===== src/rtl/pwm_pkg.sv =====
package pwm_pkg;
    typedef enum logic [1:0] {
        ST_SAW = 2'd0,
        ST_UP  = 2'd1,
        ST_DN  = 2'd2
    } pwm_state_e;
endpackage


===== src/rtl/pwm_seq.sv =====
// Counter sequencer: state register, count and double-buffer capture.
module pwm_seq
    import pwm_pkg::*;
#(
    parameter int CW = 8
) (
    input  logic          clk,
    input  logic          rst_n,
    input  logic          tri_in,
    input  logic [CW-1:0] per_in,
    input  logic [CW-1:0] duty_in,
    output pwm_state_e    state,
    output logic [CW-1:0] cnt,
    output logic [CW-1:0] pw,
    output logic [CW-1:0] dw,
    output logic          wrap,
    output logic          taken
);
    localparam logic [CW-1:0] ONE  = CW'(1);
    localparam logic [CW-1:0] ZERO = '0;

    pwm_state_e    state_q, state_d;
    logic [CW-1:0] cnt_q, cnt_d;
    logic [CW-1:0] pw_q, dw_q;
    logic          taken_q;
    logic          wrap_c;

    // next-state and count
    always_comb begin
        state_d = state_q;
        cnt_d   = cnt_q;
        wrap_c  = 1'b0;
        unique case (state_q)
            ST_SAW: begin
                if (cnt_q == pw_q - ONE) wrap_c = 1'b1;
                else                     cnt_d  = cnt_q + ONE;
            end
            ST_UP: begin
                if (cnt_q == pw_q - ONE) state_d = ST_DN;
                else                     cnt_d   = cnt_q + ONE;
            end
            ST_DN: begin
                if (cnt_q == ZERO) wrap_c = 1'b1;
                else               cnt_d  = cnt_q - ONE;
            end
            default: wrap_c = 1'b1;
        endcase
        if (wrap_c) begin
            state_d = tri_in ? ST_UP : ST_SAW;
            cnt_d   = ZERO;
        end
    end

    // state register
    always_ff @(posedge clk) begin
        if (!rst_n) begin
            state_q <= ST_SAW;
            cnt_q   <= ZERO;
        end else begin
            state_q <= state_d;
            cnt_q   <= cnt_d;
        end
    end

    // working registers loaded at the boundary
    always_ff @(posedge clk) begin
        if (!rst_n) begin
            pw_q    <= ONE;
            dw_q    <= ZERO;
            taken_q <= 1'b0;
        end else begin
            taken_q <= wrap_c;
            if (wrap_c) begin
                pw_q <= (per_in == ZERO) ? ONE : per_in;
                dw_q <= duty_in;
            end
        end
    end

    assign state = state_q;
    assign cnt   = cnt_q;
    assign pw    = pw_q;
    assign dw    = dw_q;
    assign wrap  = wrap_c;
    assign taken = taken_q;
endmodule


===== src/rtl/pwm_trip.sv =====
// Per-period trip latch, sawtooth only.
module pwm_trip (
    input  logic clk,
    input  logic rst_n,
    input  logic is_saw,
    input  logic boundary,
    input  logic trip_in,
    output logic trip_q
);
    logic lat_q;

    always_ff @(posedge clk) begin
        if (!rst_n)        lat_q <= 1'b0;
        else if (boundary) lat_q <= 1'b0;
        else               lat_q <= lat_q | (trip_in & is_saw);
    end

    assign trip_q = lat_q;
endmodule


===== src/rtl/pwm_drive.sv =====
// Output decode: compare, polarity, trip override.
module pwm_drive
    import pwm_pkg::*;
#(
    parameter int CW = 8
) (
    input  pwm_state_e    state,
    input  logic [CW-1:0] cnt,
    input  logic [CW-1:0] pw,
    input  logic [CW-1:0] dw,
    input  logic          trip_q,
    input  logic          invert,
    output logic          pwm_out
);
    localparam int SW = CW + 1;

    logic [SW-1:0] sum;
    logic          active;

    always_comb begin
        sum = {1'b0, cnt} + {1'b0, dw};
        unique case (state)
            ST_SAW:  active = (cnt < dw);
            ST_UP,
            ST_DN:   active = (sum >= {1'b0, pw});
            default: active = 1'b0;
        endcase
        pwm_out = trip_q ? invert : (active ^ invert);
    end
endmodule


===== src/rtl/pwm_trip_gen.sv =====
module pwm_trip_gen
    import pwm_pkg::*;
#(
    parameter int CW = 8
) (
    input  logic          clk,
    input  logic          rst_n,
    input  logic          tri_mode,
    input  logic          invert,
    input  logic [CW-1:0] per_buf,
    input  logic [CW-1:0] duty_buf,
    input  logic          trip,
    output logic          pwm_out,
    output logic          sample_taken
);
    pwm_state_e    st;
    logic [CW-1:0] cnt, pw, dw;
    logic          wrap, trip_q;

    pwm_seq #(.CW(CW)) u_seq (
        .clk    (clk),
        .rst_n  (rst_n),
        .tri_in (tri_mode),
        .per_in (per_buf),
        .duty_in(duty_buf),
        .state  (st),
        .cnt    (cnt),
        .pw     (pw),
        .dw     (dw),
        .wrap   (wrap),
        .taken  (sample_taken)
    );

    pwm_trip u_trip (
        .clk     (clk),
        .rst_n   (rst_n),
        .is_saw  (st == ST_SAW),
        .boundary(wrap),
        .trip_in (trip),
        .trip_q  (trip_q)
    );

    pwm_drive #(.CW(CW)) u_drive (
        .state  (st),
        .cnt    (cnt),
        .pw     (pw),
        .dw     (dw),
        .trip_q (trip_q),
        .invert (invert),
        .pwm_out(pwm_out)
    );
endmodule


===== config.mk =====
export PLATFORM = sky130hd
export DESIGN_NAME = pwm_trip_gen
export DESIGN_NICKNAME = d
export VERILOG_FILES = /design/src/rtl/pwm_pkg.sv /design/src/rtl/pwm_seq.sv /design/src/rtl/pwm_trip.sv /design/src/rtl/pwm_drive.sv /design/src/rtl/pwm_trip_gen.sv
export SDC_FILE = /design/constraint.sdc
export NUM_CORES = 1
export LEC_CHECK = 0
export BUFFER_PORTS_ARGS = -buffer_cell sky130_fd_sc_hd__buf_2
export CAP_MARGIN = 20
export CORE_ASPECT_RATIO = 1.25
export CORE_MARGIN = 2
export CORE_UTILIZATION = 49
export CTS_CLUSTER_DIAMETER = 40
export DETAILED_ROUTE_END_ITERATION = 10
export PLACE_DENSITY = 0.71
export SYNTH_ARGS = -nofsm -noshare
export SYNTH_HDL_FRONTEND = slang
export SYNTH_SLANG_ARGS = --single-unit

===== constraint.sdc =====
create_clock -name clk -period 3.5 [get_ports clk]
set_input_delay 0.35 -clock clk [delete_from_list [all_inputs] [get_ports clk]]
set_output_delay 0.35 -clock clk [all_outputs]
set_load 0.02 [all_outputs]

==> flow_summary.ini <==
[status]
outcome = finished, violations left
violations = setup timing

[synth]
yosysWarnings = 0
syn_area_per_cell_um2 = 8.63
syn_inst = 266
synth_edf_count = 0
synth-main-ff-cell = dfxtp_1
ys_ff_latch = 28
ys_seq_area_share_pct = 24.4
async_flop_share_pct = 0
ys_types = 50
synth_nets = 325
synth_area_um2 = 2300

[power]
switching_power_w = 0.00126
internal_power_w = 0.00133
p_sw_share_pct = 48.5
leakage_nw = 1.22
p_per_area_nw_per_um2 = 982
combPwrFrac_pct = 72.2
clkPwrFrac_pct = 7.0
seqPwrFrac_pct = 20.8
irDropWorstVdd_uv = 483

[worst_setup_path]
crit_fanout = 2
critPathMostFrequentCell = nor2_1
required_ns = 3.15
path_delay_family = compound AO/OA/AOI/OAI gates
slowest_stage = dfxtp_2
worst_ep_arrival_time_ns = 3.30
criticalPathCategory = reg -> out
r2r_end = u_seq.cnt[5]
r2r_start = u_seq.pw[0]
start_kind = flip-flop
endpoint_kind = primary output
r2r_slack_ns = 0.53
cpPeakStageDelay_ns = 0.34
crit_path_cell_trace = ha_1, inv_2, fa_2, o21bai_1, a21oi_2, nor2_2, nor2_1, nor2_1, nor2_1, xnor2_1, ha_2, a211o_1, a31oi_1, o21ai_1, a211o_1, a211oi_2, xnor2_1, buf_4
cp.buffers_inverters = 2
r2r_cells = 9

[die]
rows = 27
die_area_um2 = 5250
io_pins = 23
coreArea_um2 = 4460
die_w_um = 65.2
initial_core_util_pct = 51.5
fp.dieH_um = 80.5

[clocking]
clk_latency_ns = 0.28
cts-buffers-inserted = 3
clock-sinks = 28
cts_buffer_depth = 2
htree_levels = 1
clkTransAtPathRegs_ns = 0.10
cts_tree = built
clockRootBuffer = clkbuf_8

[cells_and_area]
final_util_pct = 59.1
syn_to_final_growth_pct = 14.9
n_antenna_cell = 0
stdcell_count = 357
fill_cells = 419
fin_nets = 360
seqCellArea_um2 = 564
final_layout_size_suffix_gt1_share_pct = 20.7
multi_input_area_um2 = 1630
mostFrequentLayoutCell = ha_1
layout_common_cells = ha_1, inv_1, dfxtp_1, buf_2, nand3_1

[placed_design]
dp.cells = 352
gp_congestion = 0.780
numPortBuffers = 22
dp_hpwl_um = 3990

[routing]
wl_per_cell_um = 14.7
post-route-drc-count = 0
drt_iter0_markers = 88
antenna_left = 0
drt-pass1-iter-count = 4
vias = 1996
drt_wl_total_um = 5240
drt-vias-per-instance = 5.59

[sta]
period_needed_ns = 3.65
report.final.setup_viol = 1
slew_violations = 0
worst_slack_ns = -0.150
rsz0062_at_grt = true
setup_tns_ns = -0.150
hold_viol_final = 0
finClkSkew_ns = 0.00596
fmax_ghz = 0.274
maxSlewHeadroom_pct = 54.5
worst_slew_pin_slew_ns = 0.681
fin_crit_sh_pct = 104
whs_ns = 0.281

[global_routing]
grt_max_degree = 36
globalRouteOverflowTotal = 0
grt_pass1_wl_um = 9190
grt_pass1_vias = 2066
antenna_found_initial = 0
grt_usage_pct = 22.3

[min_path]
hold_depth = 3
hold_path_end = u_seq.dw[7]
hold_class = in -> reg
hold_path_startpoint = duty_buf[7]

[job]
drv_cap = 0
## sequential cells by signal, summed over array words and instances (netlist names)
signal         flops
u_seq.pw           8
u_seq.cnt          8
u_seq.taken        1
u_seq.state        2
u_trip.trip_q      1
u_seq.dw           8
## how the worst max path moves through the flow
stage	start	to	slack, ns	cells past startpoint
floorplan	u_seq.cnt[0]	pwm_out	0.08	17
global placement	u_seq.cnt[0]	pwm_out	0.01	18
detailed placement	u_seq.cnt[0]	pwm_out	-0.04	18
CTS	u_seq.cnt[0]	pwm_out	-0.14	18
global route	u_seq.cnt[0]	pwm_out	-0.51	18
finish	u_seq.cnt[0]	pwm_out	-0.15	18
## worst register-to-register path: stages, from the launching register on
cell and delay (ns):
dfxtp_1 0.40, inv_1 0.09, ha_1 0.23, or3b_1 0.39
nor4_1 0.38, nor4_1 0.11, a311o_1 0.40, a31oi_2 0.54
mux2i_1 0.27, nor2_1 0.06
## power groups by stage
stage / Clock (W) / Combinational [W] / Sequential, W
2_1_floorplan: 0 / 0.00142 / 0.000529
3_3_place_gp: 0 / 0.00177 / 0.000537
3_5_place_dp: 0 / 0.00180 / 0.000542
4_1_cts: 0.000184 / 0.00187 / 0.000538
5_1_grt: 0.000201 / 0.00209 / 0.000553
6_report: 0.000181 / 0.00187 / 0.000538
## metrics by stage
stage                     area [um^2]  setup slack, ns  total power [W]
final                            2640           -0.150          0.00259
after global routing             2640           -0.510          0.00285
after CTS                        2630           -0.144          0.00259
after detailed placement         2540          -0.0363          0.00234
after global placement           2540           0.0148          0.00230
after floorplan                  2300           0.0760          0.00195
## cell usage after synthesis (2+ instances only)
cell / n / area, um^2
a211o_1: 2 / 17.5
a211oi_1: 2 / 15.0
a21o_1: 3 / 22.5
a21oi_1: 13 / 65.1
a21oi_2: 2 / 17.5
a31oi_1: 3 / 18.8
buf_1: 2 / 7.51
buf_6: 2 / 22.5
clkbuf_1: 4 / 15.0
dfxtp_1: 28 / 561
fa_1: 2 / 40.0
ha_1: 36 / 450
inv_1: 27 / 101
mux2i_1: 5 / 50.1
nand2_1: 3 / 11.3
nand2b_1: 4 / 25.0
nand3_1: 20 / 100
nand3b_1: 2 / 15.0
nor2_1: 16 / 60.1
nor2b_1: 2 / 12.5
nor3_1: 8 / 40.0
nor4_1: 6 / 37.5
o21a_1: 3 / 22.5
o21ai_0: 7 / 35.0
o21bai_1: 4 / 30.0
o31ai_1: 15 / 113
or2_2: 2 / 12.5
xnor2_1: 16 / 140
xor2_1: 6 / 52.6
## layer usage
metal / global-route usage (%) / vias up / routed length (um)
met2: 42.4 / 28 / 2700
met5: 0 / - / 0
met4: 5.83 / 0 / 80
met1: 26.3 / 945 / 2360
met3: 1.68 / 7 / 95
li1: - / 1016 / -
## kinds of logic (layout without fill, tap and decap cells)
| logic type | after synthesis | in the layout | share of synthesized area [%] |
|---|---|---|---|
| adders and majority gates | 38 | 38 | 21.4 |
| muxes | 5 | 5 | 2.18 |
| buffers and inverters | 35 | 68 | 6.38 |
| xor gates and xnor gates | 22 | 22 | 8.39 |
| DFF | 28 | 28 | 24.4 |
| and+or+nand+nor | 73 | 73 | 16.9 |
| AOI/OAI and AO/OA | 65 | 65 | 20.3 |
## timing repair
item / CTS / global route
pin swaps: 6 / 2
cloned: 0 / 0
hold buffers: 0 / 0
resized for setup: 12 / 2
endpoints found under the setup margin: 1 / 1
setup buffers: 2 / 0
## area by class of cell
| cell class | count | area share (%) |
|---|---|---|
| Multi-Input combinational cell | 203 | 61.6 |
| Sequential cell | 28 | 21.4 |
| Timing Repair Buffer | 38 | 8.82 |
| Inverter | 27 | 3.84 |
| Tap cell | 58 | 2.75 |
| Clock buffer | 3 | 1.57 |
(Power assumes the default switching activity.)
